==> config.mk <==
export PLATFORM = sky130hd
export DESIGN_NAME = stereo_slot_mixer
export DESIGN_NICKNAME = d
export VERILOG_FILES = /design/src/rtl/mix_pkg.sv /design/src/rtl/mix_slot_counter.sv /design/src/rtl/mix_amp_bank.sv /design/src/rtl/mix_side_sel.sv /design/src/rtl/stereo_slot_mixer.sv
export SDC_FILE = /design/constraint.sdc
export NUM_CORES = 1
export LEC_CHECK = 0
export ABC_AREA = 1
export BUFFER_PORTS_ARGS = -buffer_cell sky130_fd_sc_hd__clkbuf_2
export CAP_MARGIN = 5
export CORE_MARGIN = 8
export CORE_UTILIZATION = 62
export DETAILED_ROUTE_END_ITERATION = 10
export PLACE_DENSITY_LB_ADDON = 0.05
export SLEW_MARGIN = 40
export SYNTH_ARGS = -nofsm -noshare
export SYNTH_HDL_FRONTEND = slang
export SYNTH_SLANG_ARGS = --single-unit
export TNS_END_PERCENT = 1
==> constraint.sdc <==
create_clock -name clk -period 2.35 [get_ports clk]
set_clock_uncertainty 0.05 [all_clocks]
set_input_delay 0.47 -clock clk [delete_from_list [all_inputs] [get_ports clk]]
set_output_delay 0.47 -clock clk [all_outputs]
set_load 0.02 [all_outputs]
==> src/rtl/mix_pkg.sv <==
package mix_pkg;
    localparam int MIX_AMP_W  = 6;
    localparam int MIX_NSRC   = 4;
    localparam int MIX_ADDR_W = 4;
    localparam int MIX_DATA_W = 8;
    localparam int MIX_LBASE  = 8;

    typedef enum logic [1:0] {
        SRC_TONE0 = 2'd0,
        SRC_TONE1 = 2'd1,
        SRC_TONE2 = 2'd2,
        SRC_NOISE = 2'd3
    } src_e;

    typedef enum int {SIDE_LEFT = 0, SIDE_RIGHT = 1} side_e;

    function automatic int wrap_inc(input int cur, input int n);
        return (cur == n - 1) ? 0 : cur + 1;
    endfunction
endpackage

==> src/rtl/mix_slot_counter.sv <==
module mix_slot_counter #(
    parameter int NUM_SRC = mix_pkg::MIX_NSRC,
    localparam int SLOT_W = $clog2(NUM_SRC)
) (
    input  logic              clk,
    input  logic              rst,
    input  logic              adv,
    output logic [SLOT_W-1:0] slot_q,
    output logic [SLOT_W-1:0] slot_nxt
);
    always_comb slot_nxt = SLOT_W'(mix_pkg::wrap_inc(int'(slot_q), NUM_SRC));

    always_ff @(posedge clk) begin
        if (rst)      slot_q <= '0;
        else if (adv) slot_q <= slot_nxt;
    end

    AST_SLOT_WRAP: assert property (@(posedge clk) disable iff (rst)
        adv && (slot_q == SLOT_W'(NUM_SRC - 1)) |=> slot_q == '0);
    AST_SLOT_HOLD: assert property (@(posedge clk) disable iff (rst)
        !adv |=> $stable(slot_q));
endmodule

==> src/rtl/mix_amp_bank.sv <==
module mix_amp_bank #(
    parameter int AMP_W   = mix_pkg::MIX_AMP_W,
    parameter int NUM_SRC = mix_pkg::MIX_NSRC,
    parameter int ADDR_W  = mix_pkg::MIX_ADDR_W,
    parameter int BASE    = mix_pkg::MIX_LBASE
) (
    input  logic                     clk,
    input  logic                     rst,
    input  logic                     wr_en,
    input  logic [ADDR_W-1:0]        wr_idx,
    input  logic [AMP_W-1:0]         wr_amp,
    output logic [NUM_SRC*AMP_W-1:0] amps
);
    for (genvar i = 0; i < NUM_SRC; i++) begin : g_reg
        logic             hit;
        logic [AMP_W-1:0] amp_q;
        assign hit = wr_en && (wr_idx == ADDR_W'(BASE + i));

        always_ff @(posedge clk) begin
            if (rst)      amp_q <= '0;
            else if (hit) amp_q <= wr_amp;
        end
        assign amps[i*AMP_W +: AMP_W] = amp_q;

        AST_REG_KEEP: assert property (@(posedge clk) disable iff (rst)
            !(wr_en && wr_idx == ADDR_W'(BASE + i)) |=> $stable(amps[i*AMP_W +: AMP_W]));
    end

    AST_BANK_CLEAR: assert property (@(posedge clk)
        rst |=> amps == '0);
endmodule

==> src/rtl/mix_side_sel.sv <==
module mix_side_sel #(
    parameter int AMP_W   = mix_pkg::MIX_AMP_W,
    parameter int NUM_SRC = mix_pkg::MIX_NSRC,
    localparam int SLOT_W = $clog2(NUM_SRC)
) (
    input  logic                     clk,
    input  logic                     rst,
    input  logic                     adv,
    input  logic                     dac_mode,
    input  logic [NUM_SRC-1:0]       src_bits,
    input  logic [SLOT_W-1:0]        slot_nxt,
    input  logic [NUM_SRC*AMP_W-1:0] amps,
    output logic [AMP_W-1:0]         level
);
    logic [AMP_W-1:0] sel_amp;
    logic             sel_bit;
    logic [AMP_W-1:0] level_d;

    always_comb begin
        sel_amp = amps[slot_nxt*AMP_W +: AMP_W];
        sel_bit = src_bits[slot_nxt];
        if (dac_mode)     level_d = amps[AMP_W-1:0];
        else if (sel_bit) level_d = sel_amp;
        else              level_d = '0;
    end

    always_ff @(posedge clk) begin
        if (rst)      level <= '0;
        else if (adv) level <= level_d;
    end

    AST_LEVEL_HOLD: assert property (@(posedge clk) disable iff (rst)
        !adv |=> $stable(level));
    AST_DAC_DIRECT: assert property (@(posedge clk) disable iff (rst)
        adv && dac_mode |=> level == $past(amps[AMP_W-1:0]));
    AST_SRC_LOW_ZERO: assert property (@(posedge clk) disable iff (rst)
        adv && !dac_mode && !src_bits[slot_nxt] |=> level == '0);
    AST_LEVEL_CLEAR: assert property (@(posedge clk)
        rst |=> level == '0);
endmodule

==> src/rtl/stereo_slot_mixer.sv <==
module stereo_slot_mixer #(
    parameter int AMP_W     = mix_pkg::MIX_AMP_W,
    parameter int NUM_SRC   = mix_pkg::MIX_NSRC,
    parameter int ADDR_W    = mix_pkg::MIX_ADDR_W,
    parameter int DATA_W    = mix_pkg::MIX_DATA_W,
    parameter int LEFT_BASE = mix_pkg::MIX_LBASE,
    localparam int SLOT_W   = $clog2(NUM_SRC),
    localparam int NUM_SIDE = 2
) (
    input  logic               clk,
    input  logic               rst,
    input  logic               slot_adv,
    input  logic [NUM_SRC-1:0] src_bits,
    input  logic [1:0]         dac_mode,
    input  logic               wr_en,
    input  logic [ADDR_W-1:0]  wr_idx,
    input  logic [DATA_W-1:0]  wr_data,
    output logic [AMP_W-1:0]   left_level,
    output logic [AMP_W-1:0]   right_level,
    output logic [SLOT_W-1:0]  slot_idx
);
    logic [SLOT_W-1:0] slot_nxt;
    logic [AMP_W-1:0]  side_level [NUM_SIDE];
    logic              unused_hi;

    assign unused_hi = ^wr_data[DATA_W-1:AMP_W];

    mix_slot_counter #(.NUM_SRC(NUM_SRC)) u_slot (
        .clk(clk), .rst(rst), .adv(slot_adv),
        .slot_q(slot_idx), .slot_nxt(slot_nxt)
    );

    for (genvar s = 0; s < NUM_SIDE; s++) begin : g_side
        logic [NUM_SRC*AMP_W-1:0] amps;

        mix_amp_bank #(
            .AMP_W(AMP_W), .NUM_SRC(NUM_SRC), .ADDR_W(ADDR_W),
            .BASE(LEFT_BASE + s * NUM_SRC)
        ) u_bank (
            .clk(clk), .rst(rst), .wr_en(wr_en), .wr_idx(wr_idx),
            .wr_amp(wr_data[AMP_W-1:0]), .amps(amps)
        );

        mix_side_sel #(.AMP_W(AMP_W), .NUM_SRC(NUM_SRC)) u_sel (
            .clk(clk), .rst(rst), .adv(slot_adv), .dac_mode(dac_mode[s]),
            .src_bits(src_bits), .slot_nxt(slot_nxt), .amps(amps),
            .level(side_level[s])
        );
    end

    assign left_level  = side_level[mix_pkg::SIDE_LEFT];
    assign right_level = side_level[mix_pkg::SIDE_RIGHT];

    AST_SLOT_CLEAR: assert property (@(posedge clk)
        rst |=> slot_idx == '0);
endmodule

==> results.py, run 1 <==
metrics = {
    "detailed_routing": {
        "dr.pass1.iters": 5,
        "routed_wl_um": 6580,
        "vias": 2591,
        "drc": 0,
        "first_iter_violations": 176,
        "viasPerCell": 5.28,
        "wl_per_cell_um": 13.4,
        "ant_nets": 0,
    },
    "sta": {
        "whs_ps": 403,
        "period_share_pct": 73.9,
        "setup_viol": 0,
        "rsz0062_at_grt": "false",
        "relSlewSlack_pct": 66.6,
        "hold_viol_final": 0,
        "fin_crit_ps": 1740,
        "tightest_slew_ps": 501,
        "drv_slew": 0,
        "setup_tns_ps": 0,
        "fin_ws_ps": 613,
        "fmaxAchievable_ghz": 0.576,
    },
    "critical_path": {
        "critPathCaptureType": "flop",
        "startpoint_type": "flop",
        "rr_endpoint": "g_side[0].u_sel.level[4]",
        "crit_required_ps": 2530,
        "regToRegSetupSlack_ps": 610,
        "crit_fanout": 26,
        "cp_data_arrival_time_ps": 1910,
        "crit_type": "reg -> reg",
        "rr_worst_depth": 8,
        "rr_startpoint": "u_slot.slot_q[0]",
    },
    "synth": {
        "synth_edf_count": 0,
        "synthAdderAreaFrac_pct": 0.433,
        "synth_mux_area_share_pct": 0,
        "syn_avg_cell_area_um2": 7.07,
        "synth.distinct_cells": 20,
        "synth_top_area_cell": "dfxtp_1",
        "synth_area_um2": 2890,
        "synthSimpleGateAreaFrac_pct": 18.2,
        "syn_inst": 409,
        "synth_top_family_by_area": "compound AO/OA/AOI/OAI gates",
        "synth-seq-area-share_pct": 42.9,
        "synth.area.top_cells": "dfxtp_1 (43%), a21oi_1 (11%), o21ai_0 (11%)",
        "syn_nets": 432,
        "synth_compound_area_share_pct": 25.0,
        "ys_async_sr_fraction_pct": 0,
        "synth_xor_area_share_pct": 0,
        "synth_seq_cells": 62,
        "yosys-top-cells-count": "inv_1 (66), nand2_1 (65), a21oi_1 (63)",
        "yosysWarnings": 0,
        "synth_ff_type": "dfxtp_1",
        "yosysTopAreaCellShare_pct": 42.9,
        "yosys.cell_count.top_type": "inv_1",
    },
    "clock_tree": {
        "numCtsBuffers": 9,
        "cts.htree.levels": 3,
        "clk-insertion-delay-late_ps": 340,
        "clk_pin_slew_worst_paths_ps": 60,
        "clock_sink_count": 62,
        "root_buffer": "clkbuf_8",
        "post_cts_buffers": 0,
        "cts.hold.buffers_added": 0,
        "cts_buffer_depth": 2,
        "cts_tree": "built",
        "ctsResizeCount": 0,
    },
    "cells_and_area": {
        "regArea_um2": 1240,
        "area.growth.synth_to_final_pct": 10.5,
        "nets": 457,
        "fin_area_um2": 3190,
        "num_antenna_cells": 0,
        "fillers": 422,
        "multi_input_area_um2": 1260,
        "drive_above_1_share_pct": 15.6,
    },
    "placed_design": {
        "placed_area_um2": 3020,
        "place_congestion": 0.773,
        "place_ws_ps": 625,
        "dp_hpwl_um": 4330,
        "portBuffers": 33,
    },
    "power_and_ir_drop": {
        "powerDensity_nw_per_um2": 725,
        "leakage_uw": 0.00138,
        "peakVddDrop_mv": 0.457,
        "p_total_uw": 2320,
    },
    "hold_path": {
        "hold_end": "g_side[1].u_bank.g_reg[1].amp_q[0]",
        "holdPathStages": 2,
        "hold_start": "g_side[1].u_bank.g_reg[1].amp_q[0]",
        "hp-class": "reg -> reg",
    },
    "die": {
        "rows": 25,
        "die_w_um": 84.3,
        "initial_utilization_pct": 62.9,
        "core_area_um2": 4600,
        "die_y_um": 84.3,
        "dieArea_um2": 7100,
        "io_pins": 36,
    },
    "grt": {
        "grt_pass1_wl_um": 11400,
        "grt_antenna_before_repair": 0,
        "grt_usage_pct": 19.6,
        "grt_max_degree": 63,
        "grt_pass1_vias": 2374,
        "grt_overflow": 0,
    },
    "run": {
        "maxCapViolCount": 0,
    },
    "run_status": {
        "status": "finished clean",
    },
}
## kinds of logic after synthesis
| group | after synthesis |
|---|---|
| AOI/OAI and AO/OA | 136 |
| DFF | 62 |
| and+or+nand+nor | 119 |
| adders and majority gates | 1 |
| buffers and inverters | 91 |
## worst max-delay path: stages (launching register included)
cell     delay, ps
dfxtp_1        370
ha_1           270
nor2_4          90
buf_4          290
nand2_1         80
nand3_1        110
nand2_2        150
nand3_1        130
a21oi_1         60
## per-layer routing
metal	global-route usage (%)	part of all wire [%]	wire length [um]
met1	25.8	50	3320
met2	28.3	41	2720
met3	4.74	6.3	417
met4	11.1	1.9	124
met5	0	0	0
## final cells by class
class,instances,share of cell area (%)
clock buffers,13,5.29
repair buffers,37,6.11
clock inverters,1,0.157
inverters,68,7.99
well taps,54,2.12
flip-flops and latches,62,38.9
multi-input cells,256,39.5
## worst max-delay path by stage
| stage | start | slack, ps | cells past startpoint | to |
|---|---|---|---|---|
| 5_1_grt | u_slot.slot_q[0] | 430 | 8 | g_side[0].u_sel.level[2] |
| 4_1_cts | u_slot.slot_q[0] | 600 | 8 | g_side[0].u_sel.level[0] |
| 6_report | u_slot.slot_q[0] | 610 | 8 | g_side[0].u_sel.level[4] |
| 3_3_place_gp | u_slot.slot_q[0] | 660 | 8 | g_side[0].u_sel.level[4] |
| 3_5_place_dp | u_slot.slot_q[0] | 620 | 8 | g_side[0].u_sel.level[4] |
| 2_1_floorplan | u_slot.slot_q[0] | 740 | 7 | g_side[0].u_sel.level[0] |
## cells in the final DEF (no fill, tap or decap)
cell	synthesis	layout
inv_1	66	66
ha_1	1	1
nand2_4	1	1
inv_2	2	2
nand2_2	2	2
clkbuf_8	2	12
clkinv_2	0	1
nor2_1	8	8
dfxtp_1	62	62
a21oi_2	11	11
a21oi_1	63	63
nand2_1	65	65
nand3_1	39	39
clkbuf_1	8	1
nand3_2	1	1
buf_4	2	4
nor2_4	1	1
o21ai_0	62	62
nand4_1	2	2
clkbuf_2	0	33
## state kept, by name, summed over array words and instances, names as in the netlist
| name | count |
|---|---|
| g_side.u_sel.level | 12 |
| u_slot.slot_q | 2 |
| g_side.u_bank.g.amp_q | 48 |
## where the power goes
| part | switching [uW] | total (uW) | internal, uW | leakage, uW |
|---|---|---|---|---|
| Clock | 389 | 846 | 456 | 0.0000914 |
| Combinational | 255 | 371 | 116 | 0.000788 |
| Sequential | 15.2 | 1100 | 1090 | 0.000504 |
| Total | 659 | 2320 | 1660 | 0.00138 |
## per-stage QoR
step,std cells,utilization (%)
floorplan,409,-
global placement,477,65.7
global route,491,69.5
detailed placement,477,65.7
finish,491,69.5
CTS,491,69.5
Note: power is estimated with default switching activity, not from simulation.
==> run 2: changes to the inputs <==
--- a/config.mk
+++ b/config.mk
@@ -9,7 +9,7 @@
 export BUFFER_PORTS_ARGS = -buffer_cell sky130_fd_sc_hd__clkbuf_2
 export CAP_MARGIN = 5
 export CORE_MARGIN = 8
-export CORE_UTILIZATION = 62
+export CORE_UTILIZATION = 52
 export DETAILED_ROUTE_END_ITERATION = 10
 export PLACE_DENSITY_LB_ADDON = 0.05
 export SLEW_MARGIN = 40
==> constraint.sdc (replaced) <==
create_clock -name clk -period 1.5 [get_ports clk]
set_clock_uncertainty 0.05 [all_clocks]
set_input_delay 0.3 -clock clk [delete_from_list [all_inputs] [get_ports clk]]
set_output_delay 0.3 -clock clk [all_outputs]
set_load 0.02 [all_outputs]
==> run 2 against run 1 <==
Compared with the run above: core utilization is 7.0 points lower; worst hold slack lost 110 ps; critical endpoint is now g_side[1].u_sel.level[2]; critical path depth up 1; register-to-register slack worse by 560 ps; cell area increased by 6.4%; clock-buffer cell count is 1 lower; via count is 0.42% lower; sequential cell count stayed put; largest cell class unchanged; sequential power grew 56%; first-iteration DRC count is 15% lower; global-route usage decreased by 2.7 points; final cell count up 5.7%.
==> results.py, run 2 (synthesis results as in run 1) <==
metrics = {
    "critical_path": {
        "startpoint_type": "flop",
        "crit_type": "reg -> reg",
        "crit_fanout": 6,
        "crit_required_ps": 1670,
        "cp_data_arrival_time_ps": 1620,
        "critPathCaptureType": "flop",
    },
    "run_status": {
        "status": "finished clean",
    },
    "detailed_routing": {
        "dr.pass1.iters": 4,
        "wl_per_cell_um": 13.3,
        "viasPerCell": 4.97,
        "routed_wl_um": 6910,
        "drc": 0,
        "first_iter_violations": 150,
        "vias": 2580,
        "ant_nets": 0,
    },
    "sta": {
        "fmaxAchievable_ghz": 0.690,
        "tightest_slew_ps": 351,
        "relSlewSlack_pct": 76.5,
        "drv_slew": 0,
        "fin_crit_ps": 1450,
        "setup_tns_ps": 0,
        "period_share_pct": 96.6,
        "fin_ws_ps": 50.8,
        "hold_viol_final": 0,
        "setup_viol": 0,
    },
    "placed_design": {
        "place_congestion": 0.756,
        "place_ws_ps": 11.3,
        "dp.cells": 499,
        "dp_hpwl_um": 4500,
        "portBuffers": 33,
    },
    "cells_and_area": {
        "final_common_cell": "inv_1",
        "nets": 465,
        "top_regs": "g_side.u_bank.g.amp_q: 48 flops, g_side.u_sel.level: 12 flops, u_slot.slot_q: 2 flops",
        "drive_above_1_share_pct": 18.3,
        "post-route-util_pct": 62.5,
        "mostFrequentLayoutCells": "inv_1 (66), nand2_1 (64), a21oi_1 (63)",
        "largest_reg_flops": 48,
        "regMostFlops": "g_side.u_bank.g.amp_q",
        "num_antenna_cells": 0,
        "stdcell_count": 519,
        "area.growth.synth_to_final_pct": 17.6,
    },
    "grt": {
        "grt_max_degree": 63,
        "grt_antenna_before_repair": 0,
        "grt_pass1_wl_um": 11300,
        "grt_usage_pct": 16.9,
        "grt_overflow": 0,
        "grt_pass1_vias": 2328,
    },
    "clock_tree": {
        "cts_tree": "built",
        "cts.htree.levels": 3,
        "root_buffer": "clkbuf_8",
        "clock_sink_count": 62,
        "clk_pin_slew_worst_paths_ps": 60,
        "numCtsBuffers": 9,
        "cts_buffer_depth": 2,
        "clk-insertion-delay-late_ps": 340,
    },
    "power_and_ir_drop": {
        "leakage_uw": 0.00146,
        "p_total_uw": 3700,
        "powerDensity_nw_per_um2": 1090,
        "peakVddDrop_mv": 0.621,
    },
    "run": {
        "maxCapViolCount": 0,
    },
    "die": {
        "rows": 27,
        "io_pins": 36,
        "core_area_um2": 5440,
        "die_w_um": 90.6,
        "dieArea_um2": 8200,
        "die_y_um": 90.6,
        "initial_utilization_pct": 53.2,
    },
    "hold_path": {
        "hp-class": "in -> reg",
    },
}
[run 2: path summary, 6_finish.rpt]
| kind | start | to | slack (ps) | cells after the start |
|---|---|---|---|---|
| worst max-delay path | u_slot.slot_q[0] | g_side[1].u_sel.level[2] | 50 | 9 |
| worst min-delay path | slot_adv | u_slot.slot_q[0] | 290 | 2 |
| worst max register to register | u_slot.slot_q[0] | g_side[1].u_sel.level[2] | 50 | 9 |
| worst min register to register | g_side[1].u_bank.g_reg[1].amp_q[0] | g_side[1].u_bank.g_reg[1].amp_q[0] | 400 | 2 |
[run 2: area by class of cell]
| type | count | area, um^2 |
|---|---|---|
| Clock inverter | 4 | 22.5 |
| Clock buffer | 12 | 145 |
| Fill cell | 536 | 2040 |
| Tap cell | 72 | 90.1 |
| Inverter | 68 | 255 |
| Timing Repair Buffer | 45 | 357 |
| Multi-Input combinational cell | 256 | 1290 |
| Sequential cell | 62 | 1240 |
[run 2: routing by layer]
layer  GRT usage, %  share of wire (%)  vias to the layer above
met5              0                  0                        -
met4           6.66                1.2                        0
met3           5.40                6.1                        8
met2           23.2                 42                       68
met1           23.5                 50                     1112
li1               -                  -                     1392
[run 2: timing repair]
item	CTS	global route
endpoints found under the setup margin	0	12
hold buffers	0	0
setup buffers	0	1
resized for setup	0	5
[run 2: per-stage QoR]
stage	hold slack, ps	cell area [um^2]
6_report	292	3400
3_5_place_dp	391	3130
3_3_place_gp	386	3130
2_1_floorplan	379	2890
4_1_cts	284	3290
5_1_grt	312	3400
[run 2: worst max-delay path: stages (launching register included)]
cell and delay, ps:
dfxtp_2 340, ha_4 170, nor2_4 120, buf_12 140, clkbuf_16 140, nand2_1 50
nand3_1 90, nand2_1 70, nand3_1 110, a21oi_2 50
[run 2: report_power, final]
part	switching, uW	total (uW)	internal, uW
combinational	429	698	270
sequential	22.8	1720	1700
clock	643	1280	637
total	1090	3700	2610
